===== src/rtl/srt2_pkg.sv =====
package srt2_pkg;

  // Signed quotient digit: pos=1 means +1, neg=1 means -1, both 0 means 0.
  typedef struct packed {
    logic pos;
    logic neg;
  } sdigit_t;

  typedef enum logic [1:0] {
    ST_IDLE,
    ST_RUN,
    ST_FIN
  } srt2_state_t;

  // Estimate width: three integer bits plus one fractional bit (units of 1/2).
  localparam int EST_W = 4;

  // Digit selection on the truncated carry-save estimate of the doubled remainder.
  function automatic sdigit_t pick_digit(input logic [EST_W-1:0] s_hi,
                                         input logic [EST_W-1:0] c_hi);
    logic [EST_W-1:0] est;
    sdigit_t          d;
    est = s_hi + c_hi;
    if (!est[EST_W-1]) begin
      d.pos = 1'b1;
      d.neg = 1'b0;
    end else if (est == '1) begin
      d.pos = 1'b0;
      d.neg = 1'b0;
    end else begin
      d.pos = 1'b0;
      d.neg = 1'b1;
    end
    return d;
  endfunction

endpackage


===== src/rtl/srt2_csa.sv =====
// One full-width recurrence step: doubles the carry-save remainder and adds -q*D.
module srt2_csa
  import srt2_pkg::*;
#(
  parameter int W = 57
) (
  input  logic [W-2:0] s_in,
  input  logic [W-2:0] c_in,
  input  sdigit_t      d,
  input  logic [W-1:0] dmul,
  output logic [W-1:0] s_out,
  output logic [W-1:0] c_out
);
  logic [W-1:0] s_sh, c_sh, m;
  logic [W-2:0] maj;

  always_comb begin
    s_sh  = {s_in, 1'b0};
    c_sh  = {c_in, 1'b0};
    // Only +D is distributed; -D is the inverse plus a carry-in of one.
    if (d.pos)      m = ~dmul;
    else if (d.neg) m = dmul;
    else            m = '0;
    s_out = s_sh ^ c_sh ^ m;
    maj   = (s_sh[W-2:0] & c_sh[W-2:0]) | (s_sh[W-2:0] & m[W-2:0]) | (c_sh[W-2:0] & m[W-2:0]);
    c_out = {maj, d.pos};
  end
endmodule


===== src/rtl/srt2_spec_sel.sv =====
// Narrow speculative selector: top slice of a CSA step for one assumed first digit,
// followed by selection of the digit that would come next.
module srt2_spec_sel
  import srt2_pkg::*;
#(
  parameter int SW = EST_W + 1
) (
  input  logic [SW-1:0] s_sl,
  input  logic [SW-1:0] c_sl,
  input  logic [SW-1:0] m_sl,
  output sdigit_t       q
);
  logic [SW-2:0] sum_hi, car_hi;

  always_comb begin
    sum_hi = s_sl[SW-1:1] ^ c_sl[SW-1:1] ^ m_sl[SW-1:1];
    car_hi = (s_sl[SW-2:0] & c_sl[SW-2:0]) | (s_sl[SW-2:0] & m_sl[SW-2:0]) |
             (c_sl[SW-2:0] & m_sl[SW-2:0]);
    q      = pick_digit(sum_hi, car_hi);
  end
endmodule


===== src/rtl/srt2_qconv.sv =====
// Final conversion: signed-digit vectors to binary, remainder sign and zero test.
module srt2_qconv #(
  parameter int W = 57,
  parameter int K = 54
) (
  input  logic [W-1:0] s_fin,
  input  logic [W-1:0] c_fin,
  input  logic [W-1:0] dext,
  input  logic [K-1:0] qp,
  input  logic [K-1:0] qn,
  output logic [K-1:0] quo,
  output logic         inexact
);
  logic [W-1:0] wsum, rem;
  logic         neg;

  always_comb begin
    wsum    = s_fin + c_fin;
    neg     = wsum[W-1];
    rem     = neg ? (wsum + dext) : wsum;
    quo     = qp - qn - {{(K-1){1'b0}}, neg};
    inexact = |rem;
  end
endmodule


===== src/rtl/srt2_overlap_div.sv =====
module srt2_overlap_div
  import srt2_pkg::*;
#(
  parameter int N = 53,
  localparam int K = 2 * ((N + 2) / 2)
) (
  input  logic         clk,
  input  logic         rst_n,
  input  logic         in_valid,
  output logic         in_ready,
  input  logic [N-1:0] in_dividend,
  input  logic [N-1:0] in_divisor,
  output logic         out_valid,
  output logic [K-1:0] out_quotient,
  output logic         out_inexact
);
  localparam int W     = N + 4;        // 3 integer bits, N+1 fraction bits
  localparam int ITERS = K / 2;
  localparam int CNT_W = $clog2(ITERS);
  localparam int SW    = EST_W + 1;
  localparam int NCAND = 3;            // candidates for the first digit: +1, 0, -1

  srt2_state_t      state;
  logic [CNT_W-1:0] iter_cnt;
  logic [W-1:0]     s_r, c_r, s1, c1, s2n, c2n, dext;
  logic [N-1:0]     d_r;
  logic [K-1:0]     qp_r, qn_r, quo_w;
  logic             inexact_w;
  sdigit_t          q1, q2;
  sdigit_t          spec_q [NCAND];

  assign dext     = {3'b000, d_r, 1'b0};
  assign in_ready = (state == ST_IDLE);

  // Primary selection on the current remainder.
  assign q1 = pick_digit(s_r[W-2:W-1-EST_W], c_r[W-2:W-1-EST_W]);

  // Speculative selections, one per possible first digit.
  for (genvar g = 0; g < NCAND; g++) begin : g_spec
    logic [SW-1:0] m_sl;
    if (g == 0) begin : g_plus
      assign m_sl = ~dext[W-2:W-1-SW];
    end else if (g == 1) begin : g_zero
      assign m_sl = '0;
    end else begin : g_minus
      assign m_sl = dext[W-2:W-1-SW];
    end
    srt2_spec_sel #(.SW(SW)) u_sel (
      .s_sl (s_r[W-3:W-2-SW]),
      .c_sl (c_r[W-3:W-2-SW]),
      .m_sl (m_sl),
      .q    (spec_q[g])
    );
  end

  always_comb begin
    if (q1.pos)      q2 = spec_q[0];
    else if (q1.neg) q2 = spec_q[2];
    else             q2 = spec_q[1];
  end

  srt2_csa #(.W(W)) u_stage1 (
    .s_in (s_r[W-2:0]), .c_in (c_r[W-2:0]), .d (q1), .dmul (dext),
    .s_out(s1),         .c_out(c1)
  );

  srt2_csa #(.W(W)) u_stage2 (
    .s_in (s1[W-2:0]),  .c_in (c1[W-2:0]),  .d (q2), .dmul (dext),
    .s_out(s2n),        .c_out(c2n)
  );

  srt2_qconv #(.W(W), .K(K)) u_conv (
    .s_fin(s_r), .c_fin(c_r), .dext(dext), .qp(qp_r), .qn(qn_r),
    .quo  (quo_w), .inexact(inexact_w)
  );

  always_ff @(posedge clk or negedge rst_n) begin
    if (!rst_n) begin
      state        <= ST_IDLE;
      iter_cnt     <= '0;
      s_r          <= '0;
      c_r          <= '0;
      d_r          <= '0;
      qp_r         <= '0;
      qn_r         <= '0;
      out_valid    <= 1'b0;
      out_quotient <= '0;
      out_inexact  <= 1'b0;
    end else begin
      out_valid <= 1'b0;
      unique case (state)
        ST_IDLE: begin
          if (in_valid) begin
            // Operand injection: remainder starts at dividend/2, carry vector cleared.
            s_r      <= {4'b0000, in_dividend};
            c_r      <= '0;
            d_r      <= in_divisor;
            qp_r     <= '0;
            qn_r     <= '0;
            iter_cnt <= '0;
            state    <= ST_RUN;
          end
        end
        ST_RUN: begin
          s_r      <= s2n;
          c_r      <= c2n;
          qp_r     <= {qp_r[K-3:0], q1.pos, q2.pos};
          qn_r     <= {qn_r[K-3:0], q1.neg, q2.neg};
          iter_cnt <= iter_cnt + 1'b1;
          if (iter_cnt == CNT_W'(ITERS - 1)) state <= ST_FIN;
        end
        ST_FIN: begin
          out_quotient <= quo_w;
          out_inexact  <= inexact_w;
          out_valid    <= 1'b1;
          state        <= ST_IDLE;
        end
        default: state <= ST_IDLE;
      endcase
    end
  end
endmodule


===== config.mk =====
export PLATFORM = sky130hd
export DESIGN_NAME = srt2_overlap_div
export DESIGN_NICKNAME = d
export VERILOG_FILES = /design/src/rtl/srt2_pkg.sv /design/src/rtl/srt2_csa.sv /design/src/rtl/srt2_spec_sel.sv /design/src/rtl/srt2_qconv.sv /design/src/rtl/srt2_overlap_div.sv
export SDC_FILE = /design/constraint.sdc
export NUM_CORES = 1
export LEC_CHECK = 0
export BUFFER_PORTS_ARGS = -buffer_cell sky130_fd_sc_hd__clkbuf_2
export CAP_MARGIN = 30
export CELL_PAD_IN_SITES_DETAIL_PLACEMENT = 0
export CELL_PAD_IN_SITES_GLOBAL_PLACEMENT = 2
export CORE_ASPECT_RATIO = 0.9
export CORE_MARGIN = 2
export CORE_UTILIZATION = 35
export CTS_BUF_LIST = sky130_fd_sc_hd__clkbuf_4 sky130_fd_sc_hd__clkbuf_8
export CTS_CLUSTER_DIAMETER = 30
export CTS_CLUSTER_SIZE = 40
export DETAILED_ROUTE_END_ITERATION = 10
export GPL_TIMING_DRIVEN = 0
export PLACE_DENSITY = 0.86
export SLEW_MARGIN = 10
export SYNTH_ARGS = -nofsm -noshare
export SYNTH_HDL_FRONTEND = slang
export SYNTH_SLANG_ARGS = --single-unit

===== constraint.sdc =====
create_clock -name clk -period 6.7 [get_ports clk]
set_input_delay 1.005 -clock clk [delete_from_list [all_inputs] [get_ports clk]]
set_output_delay 1.005 -clock clk [all_outputs]
set_load 0.05 [all_outputs]

* Word level (Yosys, flattened, before mapping) *
Index checks and enable logic that the tools add are counted.

cells by class
  $add $sub $neg = 9
  equal/unequal tests = 9
  multiplexer cells = 28
  bitwise gates (word level) = 28
  reduce and logical (&&, ||, !) cells = 6

operator list
  cell                                        number
  two-way mux 57 bit                          4
  one-hot mux 57 bit (2 select lines)         2
  one-hot mux 54 bit (2 select lines)         2
  AND 56 bit                                  3
  AND 55 bit                                  3
  two-way mux 54 bit                          3
  bitwise XOR 57 bit                          2
  OR 56 bit                                   2
  bitwise XOR 56 bit                          2
  OR 55 bit                                   2
  adder 57 x 54 -> 57 bit                     1
  adder 57 bit                                1
  NOT 54 -> 57 bit                            1
  OR reduction 57 bit                         1
  two-way mux 56 bit                          1
  subtractor 54 x 1 -> 54 bit                 1
  subtractor 54 bit                           1
  adder 4 bit                                 4
  equality test 4 bit, second input constant  4
  two-way mux 2 bit                           8
  OR 4 bit                                    4
  AND 4 bit                                   3
  one-hot mux 5 bit (2 select lines)          1
  AND 4 x 3 -> 4 bit                          2
  14 further kinds                            22

word-level totals
  bits in registers = 338
  bits of input ports = 109
  output and inout port bits = 57
  logic and storage cells = 90

* Logic depth before layout (Yosys ltp) *
  depth after elaboration = 15
  depth in mapped cells = 28
  depth with buffers taken out = 28

* By module *
Synthesis repeated with hierarchy kept, for this count alone.

second synthesis, totals
  cell total of the unflattened synthesis = 3867
  area total of the unflattened synthesis = 30570.6 um^2

by module, submodules not included
  module                                times used  cells each  area an instance (um^2)  sequential area each (um^2)
  srt2_overlap_div                      1           1422        13553.0                  8458.1
  srt2_qconv                            1           1669        11125.7                  0.0
  srt2_csa                              2           350         2602.5                   0.0
  srt2_spec_sel at g_spec[1].u_sel ...  2           28          239.0                    0.0
  srt2_spec_sel at g_spec[0].u_sel      1           20          209.0                    0.0

* Worst setup path before layout *
OpenSTA, ideal clock, no wires.

  path type = register to register
  start = register s_r[15]
  end = register out_quotient[52]
  setup time = 0.129 ns
  data arrival time = 6.409 ns
  data required time = 6.571 ns
  path slack = 0.162 ns
  cell stages (with the launch flop) = 28
  buffers on the path = 1
  period minus slack after synthesis = 6.538 ns
  cell sequence = dfrtp_1 ha_1 clkbuf_1 nand2_1 nor4_1 nand3_1 a211oi_1 nor2_1 a21oi_1 o211ai_1 o211a_1 nor3_1 fa_1 ha_1 or2_2 fa_1 nand2b_1 a21oi_1 a2111o_1 o211ai_1 a221oi_2 a21boi_1 a41oi_1 a21oi_1 a311oi_2 a31oi_1 xnor2_1 o21ai_1

on the way
  word-level cells in the longest chain between the ends = 2

RTL lines
  item                         line                     source
  from (decl)                  srt2_overlap_div.sv:25   logic [W-1:0] s_r, c_r, s1, c1, s2n, c2n, dext;
  from (signal assigned)       srt2_overlap_div.sv:95   s_r <= {4'b0000, in_dividend};
  from (signal assigned)       srt2_overlap_div.sv:105  s_r <= s2n;
  adder 57 bit                 srt2_qconv.sv:18         wsum = s_fin + c_fin;
  subtractor 54 x 1 -> 54 bit  srt2_qconv.sv:21         quo = qp - qn - {{(K-1){1'b0}}, neg};
  to (signal assigned)         srt2_overlap_div.sv:113  out_quotient <= quo_w;
  to (decl)                    srt2_overlap_div.sv:14   output logic [K-1:0] out_quotient,

No other way between the ends.
A chain may end at the register's enable or synchronous reset.

* Worst setup path after layout *
  start = register s_r[2]
  end = register out_quotient[52]

Same word-level chain as after synthesis.

==> Implementation_results.wiki <==
{| class="wikitable"
! Metric !! Value
|-
| Maximum operating frequency || 149.1 MHz
|-
| Worst R2R Setup Slack || -0.005 ns
|-
| Worst min-delay path category || input port to asynchronous set/reset pin
|-
| Count of non-filler cells in the finished layout || 4,799
|-
| Most frequent cell after synthesis || sky130_fd_sc_hd__nand2_1
|-
| Core box area || 77,920 um2
|-
| Share of the yosys chip area belonging to registers || 30.42%
|-
| Area of the die || 80,990 um2
|-
| Post-synthesis cell area || 27,560 um2
|-
| Primary flip-flop cell chosen by synthesis mapping || sky130_fd_sc_hd__dfrtp_1
|-
| Clock tree from TritonCTS || yes
|-
| Number of flops mapped to enable cells by yosys || 0
|-
| DRT Pass-1 Iters || 5
|-
| Final Max Tran Viols || 0
|-
| Nets || 4,136
|-
| Number of ports placed on the die boundary || 166
|-
| Number of warning messages in the yosys log || 0
|-
| Total stage count of the critical path || 27
|-
| Cell family with the largest share of critical-path delay || compound AO/OA/AOI/OAI gates
|-
| Violated checks || setup timing
|-
| Cell type with the largest total area after synthesis || sky130_fd_sc_hd__dfrtp_1
|-
| Hold buffers post-CTS || 0
|-
| Endpoint of the most critical setup path || out_quotient[52]
|-
| Die Wd || 299.8 um
|-
| Final setup violating endpoints || 1
|-
| Final weighted congestion in routability-driven placement || 0.8676
|-
| Net Count, Synth || 3,829
|-
| Max clock buf depth || 3
|-
| Number of distinct standard cells referenced by the synthesized netlist || 87
|-
| Worst R2R Start || s_r[2]
|-
| Cell types with the largest area share after synthesis || sky130_fd_sc_hd__dfrtp_1, sky130_fd_sc_hd__ha_1, sky130_fd_sc_hd__fa_1
|-
| Total count of hold-check failures in the final report || 0
|-
| Number of DRC markers in iteration 0 || 1,787
|-
| Post-Syn Area per Cell || 8.169 um2
|-
| Crit share post-route || 100.1%
|-
| Critical path class || flop to flop
|-
| List of most frequent post-synthesis cells || sky130_fd_sc_hd__nand2_1, sky130_fd_sc_hd__inv_1, sky130_fd_sc_hd__dfrtp_1, sky130_fd_sc_hd__a21oi_1, sky130_fd_sc_hd__nor2_1
|-
| Worst setup slack after layout || -0.005395 ns
|-
| Root Buffer || sky130_fd_sc_hd__clkbuf_8
|-
| Biggest cell delay along the critical path || 0.45 ns
|-
| Register bit total from synthesis || 335
|-
| Combined global-route utilization of all metal layers || 21.85%
|-
| Buffers added on ports || 165
|-
| Kind of start point of the critical path || flop
|-
| Post-synthesis to final-layout area growth || 21.15%
|-
| Worst skew pair latency || 0.73 ns
|-
| Endpoint of the most critical register-to-register path || out_quotient[52]
|-
| Fraction of final layout cells with drive strength greater than 1 || 14.10%
|-
| WP data required || 7.28 ns
|-
| Number of maximum-capacitance constraint violations || 0
|-
| Number of nets with antenna violations after detailed routing || 0
|-
| Routed vias || 25,190
|-
| Wire per inst || 18.53 um
|-
| Global-route wire length before repair || 141.1 mm
|-
| Max_slew headroom || 40.65%
|-
| Initial core utilization || 35.36%
|-
| Post-synthesis instance total || 3,373
|-
| Clock Skew || 0.05961 ns
|-
| Pin count of the biggest net entering global routing || 93
|-
| Cell mode on critical path || sky130_fd_sc_hd__o211ai_1
|-
| Die Span Y || 270.2 um
|-
| Worst reg2reg path depth || 27
|-
| Final critical path time including I/O delays and setup || 6.705 ns
|-
| Clock Sinks || 335
|-
| Post-DR vias/cell || 5.249
|-
| Slew of the pin with the lowest slew margin || 0.8902 ns
|-
| Row cnt || 97
|-
| Setup repair after global routing missed its margin || true
|-
| Number of H-tree levels || 3
|-
| DRC || 0
|-
| CP Launch Point || s_r[2]
|-
| Endpoint kind of the worst setup timing path || flop
|-
| WP buf/inv || 1
|-
| Arrival time of data at the critical path endpoint || 7.29 ns
|-
| Total wire length after detailed routing || 88.92 mm
|-
| Initial antenna violation count || 1
|-
| HPWL after detailed placement || 69.85 mm
|-
| Result of the run || finished, violations left
|-
| CTS clock-pin slew for the worst setup and hold paths || 0.06 ns
|-
| Post-Place Cells || 4,590
|-
| Vias in the first global route || 24,510
|-
| Post-synth top area share || 30.42%
|-
| CP max stage cell || sky130_fd_sc_hd__fa_1
|-
| Highest net fanout along the worst path || 4
|-
| TritonCTS buffer count || 92
|-
| Congestion Overflow GR || 0
|-
| End-of-flow core utilization || 42.84%
|-
| Share of synthesized flip-flops with an asynchronous set or reset || 100.0%
|}
==> cells in the final DEF, fill, tap and decap left out, types with 113 or more instances in the layout <==
| cell | netlist | layout |
|---|---|---|
| sky130_fd_sc_hd__nand2_1 | 507 | 504 |
| sky130_fd_sc_hd__inv_1 | 421 | 421 |
| sky130_fd_sc_hd__dfrtp_1 | 335 | 332 |
| sky130_fd_sc_hd__a21oi_1 | 276 | 265 |
| sky130_fd_sc_hd__nor2_1 | 257 | 253 |
| sky130_fd_sc_hd__o21ai_0 | 221 | 211 |
| sky130_fd_sc_hd__ha_1 | 227 | 193 |
| sky130_fd_sc_hd__clkbuf_2 | 0 | 165 |
| sky130_fd_sc_hd__clkbuf_8 | 0 | 120 |
| sky130_fd_sc_hd__fa_1 | 120 | 119 |
| sky130_fd_sc_hd__clkbuf_1 | 128 | 113 |
==> sequential cells by signal, summed over array words and instances, names as in the netlist <==
register,flops
qp_r,54
s_r,57
out_quotient,54
qn_r,54
d_r,53
state,2
iter_cnt,5
out_valid,1
out_inexact,1
c_r,54
==> worst reg2reg max path: stages (launching register included) <==
cell and delay [ns]:
sky130_fd_sc_hd__dfrtp_1 0.43, sky130_fd_sc_hd__ha_4 0.30, sky130_fd_sc_hd__a211oi_4 0.06, sky130_fd_sc_hd__o211ai_1 0.35, sky130_fd_sc_hd__nand3_2 0.21, sky130_fd_sc_hd__a211oi_4 0.37, sky130_fd_sc_hd__nor2_2 0.11, sky130_fd_sc_hd__a21oi_2 0.20
sky130_fd_sc_hd__o211ai_1 0.26, sky130_fd_sc_hd__o211a_1 0.32, sky130_fd_sc_hd__nor3_4 0.20, sky130_fd_sc_hd__fa_1 0.45, sky130_fd_sc_hd__ha_2 0.21, sky130_fd_sc_hd__or2_4 0.23, sky130_fd_sc_hd__fa_2 0.36, sky130_fd_sc_hd__nand2b_4 0.16
sky130_fd_sc_hd__a21oi_4 0.14, sky130_fd_sc_hd__a2111o_1 0.15, sky130_fd_sc_hd__o211ai_1 0.21, sky130_fd_sc_hd__a221oi_4 0.42, sky130_fd_sc_hd__a21boi_2 0.14, sky130_fd_sc_hd__a41oi_2 0.22, sky130_fd_sc_hd__a21oi_2 0.13, sky130_fd_sc_hd__a311oi_4 0.36
sky130_fd_sc_hd__buf_6 0.17, sky130_fd_sc_hd__a31oi_4 0.10, sky130_fd_sc_hd__xnor2_2 0.23, sky130_fd_sc_hd__o21ai_1 0.08
==> worst min path at each step <==
stage | startpoint | end | slack (ns) | depth (start not counted)
floorplan | iter_cnt[4] | iter_cnt[4] | 0.46 | 1
global placement | out_quotient[36] | out_quotient[36] | 0.46 | 2
detailed placement | out_quotient[40] | out_quotient[40] | 0.47 | 2
CTS | rst_n | out_quotient[31] | 0.34 | 1
global route | rst_n | out_quotient[31] | 0.38 | 1
finish | rst_n | out_quotient[31] | 0.37 | 1
==> per-stage QoR <==
| stage | TNS [ns] | hold slack, ns | instance area, um2 | setup WS (ns) |
|---|---|---|---|---|
| global placement | -1112.53 | 0.4640 | 29680 | -3.280 |
| floorplan | 0 | 0.4574 | 27560 | 0.1625 |
| CTS | -0.01569 | 0.3355 | 33070 | -0.01569 |
| detailed placement | -32.41 | 0.4695 | 29920 | -2.317 |
| global route | -0.8302 | 0.3805 | 33380 | -0.2252 |
| finish | -0.005395 | 0.3715 | 33380 | -0.005395 |
==> final cells by class <==
| class | count | area, um2 |
|---|---|---|
| fill | 7999 | 44530 |
| multi-input combinational | 2465 | 17720 |
| sequential | 335 | 8387 |
| clock buffer | 132 | 1735 |
| inverter | 421 | 1580 |
| timing repair buffer | 226 | 1420 |
| tap | 1039 | 1300 |
| clock inverter | 41 | 676.9 |
| buffer | 139 | 558.0 |
| antenna | 1 | 2.502 |
==> logic make-up (layout without fill, tap and decap cells) <==
family / count (synthesis) / after routing / synth area share, %
and+or+nand+nor: 1028 / 1028 / 16.40
AOI/OAI and AO/OA: 951 / 951 / 21.80
buffers and inverters: 573 / 959 / 7.887
adders and majority gates: 347 / 347 / 19.03
DFF: 335 / 335 / 30.42
xor gates and xnor gates: 133 / 133 / 4.227
muxes: 6 / 6 / 0.2361
other: 0 / 1 / 0
==> timing repair <==
item / in CTS / in global routing
resized for setup: 100 / 46
gates cloned: 0 / 0
buffers inserted: 34 / 14
setup endpoints to repair: 43 / 12
pin swaps: 41 / 22
==> routing by layer <==
layer	GRT usage [%]	wire (um)	up-vias
met2	31.10	36880	583
li1	-	-	12230
met5	0	0	-
met1	34.18	45760	12260
met3	3.161	4323	109
met4	5.355	1952	0
Power is left out: the tool's default activity adds up to more than one toggle a clock period on the data nets, which glitch-free logic cannot reach.
